`config.mk`:
```
export PLATFORM = sky130hd
export DESIGN_NAME = mdm_status_top
export DESIGN_NICKNAME = d
export VERILOG_FILES = /design/src/rtl/mdm_pkg.sv /design/src/rtl/mdm_sync.sv /design/src/rtl/mdm_ctrl.sv /design/src/rtl/mdm_dp.sv /design/src/rtl/mdm_status_top.sv
export SDC_FILE = /design/constraint.sdc
export NUM_CORES = 1
export LEC_CHECK = 0
export ABC_CLOCK_PERIOD_IN_PS = 1050
export BUFFER_PORTS_ARGS = -buffer_cell sky130_fd_sc_hd__buf_4
export CORE_AREA = 2 2 41 43
export CTS_BUF_LIST = sky130_fd_sc_hd__clkbuf_8 sky130_fd_sc_hd__clkbuf_16
export DETAILED_ROUTE_END_ITERATION = 10
export DIE_AREA = 0 0 43 45
export PLACE_DENSITY = 0.65
export REMOVE_ABC_BUFFERS = 1
export SLEW_MARGIN = 25
export SYNTH_ARGS = -nofsm -noshare
export SYNTH_HDL_FRONTEND = slang
export SYNTH_SLANG_ARGS = --single-unit
```
`constraint.sdc`:
```
create_clock -name clk -period 1.05 [get_ports clk]
set_input_delay 0.0525 -clock clk [delete_from_list [all_inputs] [get_ports clk]]
set_output_delay 0.0525 -clock clk [all_outputs]
set_load 0.005 [all_outputs]
```
`src/rtl/mdm_pkg.sv`:
```
package mdm_pkg;
  localparam int LINES = 4;
  // level nibble positions inside the status byte upper half and change nibble
  localparam int DCD_IDX = 3;
  localparam int RI_IDX  = 2;
  localparam int DSR_IDX = 1;
  localparam int CTS_IDX = 0;
  localparam logic [LINES-1:0] LVL_RESET = 4'b1011;

  typedef struct packed {
    logic             loopSel;
    logic             clrDelta;
    logic [LINES-1:0] setDelta;
  } mdmStrobes_t;
endpackage

```
`src/rtl/mdm_sync.sv`:
```
module mdm_sync #(
  parameter int WIDTH = 4,
  parameter int STAGES = 2,
  parameter logic [WIDTH-1:0] RST_VAL = '0
) (
  input  logic             clk,
  input  logic             rstN,
  input  logic [WIDTH-1:0] asyncIn,
  output logic [WIDTH-1:0] syncOut
);
  for (genvar b = 0; b < WIDTH; b++) begin : g_bit
    logic [STAGES-1:0] chainQ;
    always_ff @(posedge clk or negedge rstN) begin
      if (!rstN) chainQ <= {STAGES{RST_VAL[b]}};
      else       chainQ <= {chainQ[STAGES-2:0], asyncIn[b]};
    end
    assign syncOut[b] = chainQ[STAGES-1];
  end
endmodule

```
`src/rtl/mdm_ctrl.sv`:
```
module mdm_ctrl
  import mdm_pkg::*;
(
  input  logic             loopEn,
  input  logic             rdStrobe,
  input  logic [LINES-1:0] syncLvl,
  input  logic [LINES-1:0] levelQ,
  output mdmStrobes_t      strobes
);
  logic [LINES-1:0] setVec;

  for (genvar i = 0; i < LINES; i++) begin : g_edge
    if (i == RI_IDX) begin : g_trail
      assign setVec[i] = levelQ[i] & ~syncLvl[i];
    end else begin : g_any
      assign setVec[i] = levelQ[i] ^ syncLvl[i];
    end
  end

  always_comb begin
    strobes.loopSel  = loopEn;
    strobes.clrDelta = rdStrobe & ~loopEn;
    strobes.setDelta = setVec;
  end
endmodule

```
`src/rtl/mdm_dp.sv`:
```
module mdm_dp
  import mdm_pkg::*;
(
  input  logic             clk,
  input  logic             rstN,
  input  mdmStrobes_t      strobes,
  input  logic [LINES-1:0] syncLvl,
  input  logic [3:0]       ctlOut,
  input  logic             rdStrobe,
  output logic [LINES-1:0] levelQ,
  output logic [7:0]       statusRd,
  output logic             deltaPending
);
  logic [LINES-1:0] deltaQ;
  logic [7:0]       loopVal;

  always_ff @(posedge clk or negedge rstN) begin
    if (!rstN) begin
      levelQ <= LVL_RESET;
      deltaQ <= '0;
    end else begin
      levelQ <= syncLvl;
      deltaQ <= (strobes.clrDelta ? '0 : deltaQ) | strobes.setDelta;
    end
  end

  assign loopVal      = {ctlOut[3], ctlOut[2], ctlOut[0], ctlOut[1], 4'b0000};
  assign statusRd     = strobes.loopSel ? loopVal : {levelQ, deltaQ};
  assign deltaPending = |deltaQ;


  dcd_change_chk: assert property (@(posedge clk) disable iff (!rstN)
    (levelQ[DCD_IDX] != $past(levelQ[DCD_IDX])) |-> deltaQ[DCD_IDX]);


  ri_trail_only_chk: assert property (@(posedge clk) disable iff (!rstN)
    $rose(deltaQ[RI_IDX]) |-> ($past(levelQ[RI_IDX]) && !levelQ[RI_IDX]));


  read_clear_chk: assert property (@(posedge clk) disable iff (!rstN)
    (strobes.clrDelta && strobes.setDelta == '0) |=> deltaQ == '0);


  loop_low_zero_chk: assert property (@(posedge clk) disable iff (!rstN)
    strobes.loopSel |-> statusRd[3:0] == 4'b0000);


  loop_keep_chk: assert property (@(posedge clk) disable iff (!rstN)
    (rdStrobe && strobes.loopSel && deltaQ != '0) |=> deltaQ != '0);
endmodule

```
`src/rtl/mdm_status_top.sv`:
```
module mdm_status_top
  import mdm_pkg::*;
#(
  parameter int SYNC_STAGES = 2
) (
  input  logic       clk,
  input  logic       rstN,
  input  logic [4:0] modemCtl,
  input  logic       dcdIn,
  input  logic       riIn,
  input  logic       dsrIn,
  input  logic       ctsIn,
  input  logic       rdStrobe,
  output logic [7:0] statusRd,
  output logic       deltaPending
);
  logic [LINES-1:0] rawLvl;
  logic [LINES-1:0] syncLvl;
  logic [LINES-1:0] levelQ;
  mdmStrobes_t      strobes;

  assign rawLvl = {dcdIn, riIn, dsrIn, ctsIn};

  mdm_sync #(.WIDTH(LINES), .STAGES(SYNC_STAGES), .RST_VAL(LVL_RESET)) sync_i (
    .clk(clk), .rstN(rstN), .asyncIn(rawLvl), .syncOut(syncLvl));

  mdm_ctrl ctrl_i (
    .loopEn(modemCtl[4]), .rdStrobe(rdStrobe), .syncLvl(syncLvl),
    .levelQ(levelQ), .strobes(strobes));

  mdm_dp dp_i (
    .clk(clk), .rstN(rstN), .strobes(strobes), .syncLvl(syncLvl),
    .ctlOut(modemCtl[3:0]), .rdStrobe(rdStrobe), .levelQ(levelQ),
    .statusRd(statusRd), .deltaPending(deltaPending));


  pending_visible_chk: assert property (@(posedge clk) disable iff (!rstN)
    (deltaPending && !modemCtl[4]) |-> statusRd[3:0] != 4'b0000);
endmodule

```
==> impl_metrics.py, run 1 <==
metrics = {
    "critical_path": {
        "path_max_fanout": 2,
        "setup.worst_path.class": "flop to primary output",
        "r2r_slack_ns": 0.11,
        "worstSetupStartpointType": "flop",
        "r2r_end": "dp_i.deltaQ[3]",
        "crit_start": "dp_i.levelQ[0]",
        "r2r-start": "dp_i.levelQ[3]",
        "rr_worst_depth": 3,
        "crit_path_end_kind": "primary output",
        "required_ns": 1.00,
        "crit_arrival_ns": 0.99,
        "crit_path_end": "statusRd[4]",
    },
    "sta": {
        "setup_slack_ns": 0.00740,
        "period_needed_ns": 1.04,
        "whs_ns": 0.198,
        "slew-limit-headroom_pct": 87.3,
        "fmax_mhz": 959,
        "drv_slew": 0,
        "fin_crit_sh_pct": 99.3,
        "worst_pin_slew_ns": 0.191,
        "setup_viol": 0,
        "final.setup_skew_ns": 0.000652,
        "rsz0062_at_grt": "yes",
        "final-hold-violation-count": 0,
    },
    "hold_path": {
        "hold_class": "input pin to asynchronous set/reset pin",
    },
    "route": {
        "route.detailed.wl_per_inst_um": 10.2,
        "drt_first_pass_iters": 3,
        "wl_um": 885,
        "routed-via-count": 379,
        "drtAntennaViolNets": 0,
        "drc": 0,
        "drt_iter0_drc": 4,
        "viasPerCell": 4.36,
    },
    "pwr": {
        "p_leak_nw": 0.418,
        "p_per_area_mw_per_mm2": 1520,
        "vdd_drop_max_mv": 0.919,
        "p_total_mw": 1.31,
    },
    "yosys": {
        "synth_seq_cells": 16,
        "ys.flop_type": "dfstp_2",
        "synth_area_um2": 573,
        "netlist_top_cells_count": "dfstp_2, dfrtp_1, inv_1, nor2_1, o21ai_0",
        "netlist_top_cells_area": "dfstp_2, dfrtp_1, mux2_4",
        "yosysSeqAreaShare_pct": 71.8,
        "yosys.area.top_type_share_pct": 41.3,
        "synth_edf_count": 0,
        "syn_area_per_cell_um2": 14.3,
        "synth_top_cell_by_area": "dfstp_2",
        "synthArstFlopShare_pct": 100,
        "syn_inst": 40,
        "yosysWarnings": 0,
        "synth_cell_types": 12,
        "yosysMostFrequentCell": "dfstp_2",
    },
    "global_route": {
        "grt_pass1_wl_um": 1480,
        "antenna_found_initial": 0,
        "grt_util_all_layers_pct": 10.9,
        "grt_pass1_vias": 372,
        "grt_max_degree": 17,
        "grt_overflow": 0,
    },
    "floorplanning": {
        "boundaryPins": 21,
        "rows": 14,
        "design.core.area_mm2": 0.00147,
        "die_h_um": 45,
        "start_util_pct": 38.9,
        "die_w_um": 43,
        "dieArea_mm2": 0.00194,
    },
    "clock_tree": {
        "tritoncts": "built",
        "cts-buffers-inserted": 3,
        "cts_sinks": 16,
        "clk_latency_ns": 0.24,
        "clk_pin_slew_ns": 0.06,
        "htreeDepth": 1,
        "clock_path_buffers": 2,
        "root_buffer": "clkbuf_8",
    },
    "placement": {
        "port_buffers": 20,
        "placedInstanceArea_um2": 732,
        "pre_cts_slack_ns": 0.189,
        "hpwlAfterDp_um": 620,
        "gp_congestion": 0.671,
    },
    "cells_and_area": {
        "utilization_pct": 58.5,
        "layout.nets": 84,
        "diodes": 0,
        "area_growth_pct": 50.2,
        "drive_above_1_share_pct": 54.9,
        "final_cell_area_um2": 861,
    },
    "run_status": {
        "status": "complete, no violations",
    },
    "run": {
        "cap_violations": 0,
    },
}
-- stage by stage --
stage	std cells	setup TNS [ns]
final	87	0
after global routing	87	-0.0607
after CTS	87	-0.00849
after detailed placement	75	0
after global placement	75	0
after floorplan	39	0
-- worst max-delay path, cell delays in order, from the launching register on --
cell     delay, ns
dfstp_2       0.53
mux2_4        0.14
buf_6         0.08
-- where the power goes --
part | total [mW] | switching [mW] | internal, mW
combinational | 0.180 | 0.0671 | 0.113
sequential | 0.684 | 0.0142 | 0.670
clock | 0.443 | 0.184 | 0.258
total | 1.31 | 0.266 | 1.04
-- flip-flops by register name (all words and copies together), names as in the netlist --
register,flops
dp_i.deltaQ,4
sync_i.g_bit.chainQ,8
dp_i.levelQ,4
-- how the worst min path moves through the flow --
stage / cells after the start / startpoint / to
2_1_floorplan: 0 / rstN / dp_i.deltaQ[0]
3_3_place_gp: 1 / rstN / dp_i.deltaQ[0]
3_5_place_dp: 1 / rstN / dp_i.levelQ[2]
4_1_cts: 2 / rstN / dp_i.levelQ[2]
5_1_grt: 2 / rstN / dp_i.levelQ[2]
6_report: 2 / rstN / sync_i.g_bit[2].chainQ[1]
-- metal layers --
layer  routed length, µm  track usage, %  vias to the layer above
li1                    -               -                      187
met1                 363            12.7                      182
met2                 461            17.3                       10
met3                  60            3.60                        0
met4                   0            7.27                        0
met5                   0               0                        -
-- logic make-up after synthesis --
family	Yosys count	synth area share, %
buffers and inverters	6	5.24
DFF	16	71.8
and+or+nand+nor	7	5.89
muxes	3	7.86
AOI/OAI and AO/OA	5	4.59
xor gates and xnor gates	3	4.59
-- placed cells by master, fill, tap and decap left out --
cell / n
dfstp_2: 9
clkbuf_8: 3
nand4_1: 1
xnor2_1: 3
inv_1: 6
nor2b_2: 1
dlygate4sd3_1: 5
nor2_1: 4
mux2_4: 3
nand2_1: 1
buf_6: 3
buf_4: 20
dfrtp_1: 7
o21ai_0: 4
o22ai_1: 1
-- what timing repair did --
action                                  4_1_cts  5_1_grt
setup buffers                                 3        0
endpoints found under the setup margin        3        3
gates resized for setup                       3        0
cloned                                        0        0
endpoints found under the hold margin        20        0
hold buffers                                  5        0
-- layout make-up --
cell class              instances  area (µm²)
flip-flops and latches         16         412
clock buffers                   3        41.3
fillers                       148         611
repair buffers                 28         234
inverters                       5        18.8
well taps                      16        20.0
multi-input cells              18         131
clock inverters                 1        3.75
(Power assumes the default switching activity.)
==> run 2, diff against run 1 <==
- ABC_AREA: not set -> 1
- CAP_MARGIN: not set -> 0
- CORE_AREA: 2 2 41 43 -> 2 2 43 45
- DIE_AREA: 0 0 43 45 -> 0 0 45 47
- PLACE_DENSITY: 0.65 -> not set
==> run 2 against run 1 <==
Effect of this change: the flow now finishes with violations (negative setup slack); cell count is 29% higher; design area grew 6.7%; clock power rose by 21%; total power up 7.4%; sequential share of layout area decreased by 3.0 points; synthesized cell count grew 57%; register-to-register slack got worse by 0.05 ns; critical path depth is 1 higher; clock-buffer cell count increased by 1; core utilization decreased by 2.9 points; clock skew is essentially flat; largest cell class unchanged; highest routed layer is now met4.
==> impl_metrics.py, run 2 <==
metrics = {
    "run_status": {
        "status": "complete, but fails checks",
        "violations": "negative setup slack",
    },
    "route": {
        "viasPerCell": 4.38,
        "wl_um": 1050,
        "drc": 0,
        "drt_first_pass_iters": 4,
        "routed-via-count": 490,
        "route.detailed.wl_per_inst_um": 9.41,
        "drtAntennaViolNets": 0,
        "drt_iter0_drc": 6,
    },
    "clock_tree": {
        "tritoncts": "built",
        "cts_sinks": 16,
        "clk_pin_slew_ns": 0.06,
        "clock_path_buffers": 2,
        "root_buffer": "clkbuf_8",
        "htreeDepth": 1,
        "cts-buffers-inserted": 3,
        "clk_latency_ns": 0.25,
    },
    "cells_and_area": {
        "fillers": 151,
        "final_cell_area_um2": 918,
        "largest_register_ffs": 8,
        "final_cells": 112,
        "drive_above_1_share_pct": 48.4,
        "reg_top3": "sync_i.g_bit.chainQ (8), dp_i.deltaQ (4), dp_i.levelQ (4)",
        "final_cell_mix": "buf_4, nand2_1, inv_1, dfstp_2, dfrtp_1",
        "diodes": 0,
        "regMostFlops": "sync_i.g_bit.chainQ",
        "layout.nets": 108,
        "area_growth_pct": 49.8,
        "final_common_cell": "buf_4",
    },
    "floorplanning": {
        "rows": 15,
        "start_util_pct": 37.1,
        "design.core.area_mm2": 0.00165,
        "die_w_um": 45,
        "die_h_um": 47,
        "dieArea_mm2": 0.00212,
        "boundaryPins": 21,
    },
    "sta": {
        "drv_slew": 0,
        "fin_crit_sh_pct": 107,
        "final.setup_skew_ns": 0.00111,
        "fmax_mhz": 893,
        "rsz0062_at_grt": "yes",
        "final-hold-violation-count": 0,
        "slew-limit-headroom_pct": 87.2,
        "worst_pin_slew_ns": 0.192,
        "setup_slack_ns": -0.0692,
        "period_needed_ns": 1.12,
        "setup_viol": 3,
    },
    "critical_path": {
        "required_ns": 1.00,
        "crit_arrival_ns": 1.07,
        "crit_path_end_kind": "primary output",
        "path_max_fanout": 2,
        "r2r_slack_ns": 0.06,
        "worstSetupStartpointType": "flop",
        "setup.worst_path.class": "flop to primary output",
        "r2r_end": "dp_i.deltaQ[3]",
        "r2r-start": "dp_i.levelQ[3]",
        "rr_worst_depth": 6,
    },
    "yosys": {
        "synthSimpleGateAreaFrac_pct": 20.0,
        "synth_cell_types": 10,
        "yosys.area.top_type_share_pct": 38.6,
        "yosysMostFrequentCell": "nand2_1",
        "syn_inst": 63,
        "yosysSeqAreaShare_pct": 67.1,
        "netlist_top_cells_area": "dfstp_2, dfrtp_1, nand2_1",
        "yosys.area_share.adder_pct": 0,
        "synth_edf_count": 0,
        "synth_area_um2": 613,
        "syn_area_per_cell_um2": 9.73,
        "synthArstFlopShare_pct": 100,
        "synth_mux_area_share_pct": 0,
        "synth-compound-area-share_pct": 3.67,
        "synth-xor-area-share_pct": 0,
        "yosysWarnings": 0,
        "synth_top_family_by_area": "simple AND/OR/NAND/NOR gates",
        "ys.flop_type": "dfstp_2",
        "synth_top_cell_by_area": "dfstp_2",
        "synth_seq_cells": 16,
        "netlist_top_cells_count": "nand2_1, inv_1, dfstp_2, dfrtp_1, nor2_1",
    },
    "pwr": {
        "vdd_drop_max_mv": 1.03,
        "p_per_area_mw_per_mm2": 1530,
        "p_leak_nw": 0.498,
    },
    "global_route": {
        "grt_overflow": 0,
        "grt_util_all_layers_pct": 12.6,
        "grt_pass1_wl_um": 1750,
        "antenna_found_initial": 0,
        "grt_pass1_vias": 432,
        "grt_max_degree": 17,
    },
    "placement": {
        "placedInstanceArea_um2": 773,
        "gp_congestion": 0.682,
        "pre_cts_slack_ns": 0.176,
        "hpwlAfterDp_um": 685,
        "port_buffers": 20,
        "place_inst": 99,
    },
    "hold_path": {
        "holdPathStages": 4,
        "min_from": "rdStrobe",
        "min_to": "dp_i.deltaQ[0]",
        "hold_class": "input pin to flop",
    },
    "run": {
        "cap_violations": 0,
    },
}
run 2: cell types whose count changed after synthesis, sizes merged:
cell / delta
xnor2: -3
mux2: -3
nand3: +1
o21ai: -1
inv: +7
o22ai: -1
nand2: +24
nand4: -1
nor2: +1
nor2b: -1
run 2: timing repair:
action                                  4_1_cts  5_1_grt
buffers inserted                              2        2
pin swaps                                     1        2
hold buffers                                  5        0
endpoints found under the setup margin        3        4
resized for setup                             3        4
hold endpoints to repair                     20        0
run 2: area by class of cell:
| class | instances | area, µm² | share of cell area (%) |
|---|---|---|---|
| clock buffers | 4 | 55.1 | 5.99 |
| inverters | 12 | 45.0 | 4.90 |
| multi-input cells | 34 | 151 | 16.5 |
| flip-flops and latches | 16 | 412 | 44.8 |
| well taps | 17 | 21.3 | 2.32 |
| repair buffers | 29 | 234 | 25.5 |
run 2: where the power goes:
| group | internal, mW | switching (mW) | leakage (nW) |
|---|---|---|---|
| clock | 0.332 | 0.205 | 0.0288 |
| sequential | 0.667 | 0.0197 | 0.170 |
| combinational | 0.103 | 0.0764 | 0.299 |
| total | 1.10 | 0.301 | 0.498 |
run 2: worst max-delay path by stage:
stage	startpoint	to	cells after the start
finish	dp_i.levelQ[3]	statusRd[7]	3
global route	dp_i.levelQ[0]	statusRd[4]	3
CTS	dp_i.levelQ[3]	statusRd[7]	3
detailed placement	dp_i.levelQ[0]	statusRd[4]	3
global placement	dp_i.levelQ[0]	statusRd[4]	3
floorplan	dp_i.levelQ[0]	statusRd[4]	2
run 2: per-layer routing:
metal  global-route usage [%]  vias up  wire length, µm
met3                     3.46        2               64
met2                     18.6       13              534
li1                         -      246                -
met1                     13.9      229              432
met4                     14.1        0               23
met5                        0        -                0
run 2: kinds of logic (layout without fill, tap and decap cells):
group	count (synthesis)	after routing
AND/OR/NAND/NOR	31	31
flip-flops	16	16
buffers and inverters	13	45
AO/OA/AOI/OAI	3	3
run 2: metrics by stage:
stage | power (mW) | setup TNS (ns) | hold slack, ns | util (%)
final | 1.40 | -0.171 | 0.0898 | 55.6
after global routing | 1.47 | -0.312 | 0.102 | 55.6
after CTS | 1.41 | -0.192 | 0.0919 | 54.1
after detailed placement | 0.845 | 0 | -0.0805 | 46.8
after global placement | 0.839 | 0 | -0.0834 | 46.8
after floorplan | 0.748 | 0 | -0.243 | -
run 2: worst max-delay path: stages (launching register included):
cell,delay [ns]
dfstp_2,0.54
inv_2,0.04
o21ai_2,0.12
buf_4,0.12
==> run 3, diff against run 2 <==
- CORE_AREA: 2 2 43 45 -> 2 2 40 42
- DIE_AREA: 0 0 45 47 -> 0 0 42 44
- PLACE_DENSITY: not set -> 0.71
==> run 3 against run 2 <==
Effect of this change: the run still ends with negative setup slack left; flip-flop and latch count unchanged; total power down 2.2%; worst setup slack better by 0.044 ns; sequential power about the same; critical endpoint is now statusRd[5].
==> impl_metrics.py, run 3 (synthesized netlist as in run 2, its figures left out) <==
metrics = {
    "global_route": {
        "grt_overflow": 0,
        "grt_pass1_wl_um": 1710,
        "grt_util_all_layers_pct": 12.7,
        "grt_max_degree": 17,
        "grt_pass1_vias": 452,
        "antenna_found_initial": 0,
    },
    "floorplanning": {
        "die_w_um": 42,
        "dieArea_mm2": 0.00185,
        "die_h_um": 44,
        "rows": 14,
        "design.core.area_mm2": 0.00142,
        "start_util_pct": 43.2,
        "boundaryPins": 21,
    },
    "sta": {
        "worst_pin_slew_ns": 0.194,
        "fin_crit_sh_pct": 102,
        "tns_ns": -0.0603,
        "drv_slew": 0,
        "setup_slack_ns": -0.0252,
        "setup_viol": 3,
        "slew-limit-headroom_pct": 87.0,
        "rsz0062_at_grt": "yes",
        "period_needed_ns": 1.08,
        "final.setup_skew_ns": 0.00121,
        "fmax_mhz": 930,
        "final-hold-violation-count": 0,
    },
    "cells_and_area": {
        "utilization_pct": 63.1,
        "area_growth_pct": 46.1,
        "layout.nets": 106,
        "largest_register_ffs": 8,
        "final_cell_mix": "nand2_1, buf_4, inv_1, dfstp_2, dfrtp_1",
        "final_common_cell": "nand2_1",
        "final_cells": 109,
        "reg_top3": "sync_i.g_bit.chainQ (8), dp_i.deltaQ (4), dp_i.levelQ (4)",
        "diodes": 0,
        "regMostFlops": "sync_i.g_bit.chainQ",
        "drive_above_1_share_pct": 46.2,
    },
    "critical_path": {
        "worstSetupStartpointType": "flop",
        "setup.worst_path.class": "flop to primary output",
        "rr_worst_depth": 5,
        "crit_path_end_kind": "primary output",
        "required_ns": 1.00,
        "crit_arrival_ns": 1.02,
        "path_max_fanout": 2,
    },
    "route": {
        "route.detailed.wl_per_inst_um": 9.18,
        "drt_iter0_drc": 1,
        "viasPerCell": 4.49,
        "drt_first_pass_iters": 4,
        "drc": 0,
        "wl_um": 1000,
        "drtAntennaViolNets": 0,
        "routed-via-count": 489,
    },
    "run": {
        "cap_violations": 0,
    },
    "placement": {
        "place_inst": 98,
        "hpwlAfterDp_um": 725,
        "gp_congestion": 0.812,
        "pre_cts_slack_ns": 0.176,
        "port_buffers": 20,
    },
    "clock_tree": {
        "root_buffer": "clkbuf_8",
        "cts-buffers-inserted": 3,
        "htreeDepth": 1,
        "tritoncts": "built",
        "clk_latency_ns": 0.24,
        "cts_sinks": 16,
        "clk_pin_slew_ns": 0.06,
        "clock_path_buffers": 2,
    },
    "pwr": {
        "vdd_drop_max_mv": 0.876,
        "p_leak_nw": 0.487,
        "p_per_area_mw_per_mm2": 1530,
    },
    "hold_path": {
        "holdPathStages": 4,
        "hold_class": "input pin to flop",
    },
    "run_status": {
        "status": "complete, but fails checks",
        "violations": "negative setup slack",
    },
}
## run 3: cell count changes in the layout (fill, tap and decap cells not counted), sizes merged
cell / previous run / this run
buf: 24 / 22
## run 3: cell type report
cell class	count	area [µm²]
Sequential cell	16	412
Tap cell	16	20.0
Clock buffer	4	55.1
Multi-Input combinational cell	34	149
Inverter	12	45.0
Timing Repair Buffer	27	215
Fill cell	139	523
## run 3: worst max-delay path, cell delays in order, from the launching register on
cell and delay [ns]:
dfstp_2 0.53, inv_2 0.04, o21ai_2 0.10, buf_4 0.12
## run 3: layer usage
metal / track usage, % / up-vias / wire [µm]
met5: 0 / - / 0
met4: 8.39 / 0 / 14
met3: 2.50 / 2 / 65
met2: 22.8 / 16 / 519
met1: 13.5 / 232 / 402
li1: - / 239 / -
## run 3: final timing paths
| kind | slack [ns] | from | to |
|---|---|---|---|
| min in group asynchronous | 0.20 | rstN | dp_i.deltaQ[1] |
| max reg2reg | 0.16 | dp_i.levelQ[3] | dp_i.deltaQ[3] |
| min | 0.10 | rdStrobe | dp_i.deltaQ[2] |
| min reg2reg | 0.35 | sync_i.g_bit[0].chainQ[0] | sync_i.g_bit[0].chainQ[1] |
| max | -0.03 | dp_i.levelQ[1] | statusRd[5] |
| max in group asynchronous | 0.60 | rstN | sync_i.g_bit[3].chainQ[1] |
## run 3: through the flow
stage | cell area [µm²] | power [mW] | hold slack [ns]
finish | 896 | 1.37 | 0.105
global route | 896 | 1.45 | 0.118
CTS | 885 | 1.39 | 0.0996
detailed placement | 772 | 0.846 | -0.0844
global placement | 772 | 0.839 | -0.0853
floorplan | 602 | 0.748 | -0.243
## run 3: repair_timing
item                       CTS  global route
hold buffers                 5             0
setup endpoints to repair    3             4
resized for setup            4             1
gates cloned                 0             0
buffers inserted             1             1
hold endpoints to repair    20             0
pin swaps                    0             1
## run 3: where the power goes
part	switching [mW]	total (mW)	internal [mW]
logic	0.0744	0.171	0.0969
registers	0.0203	0.688	0.667
clock network	0.183	0.514	0.331
total	0.278	1.37	1.10
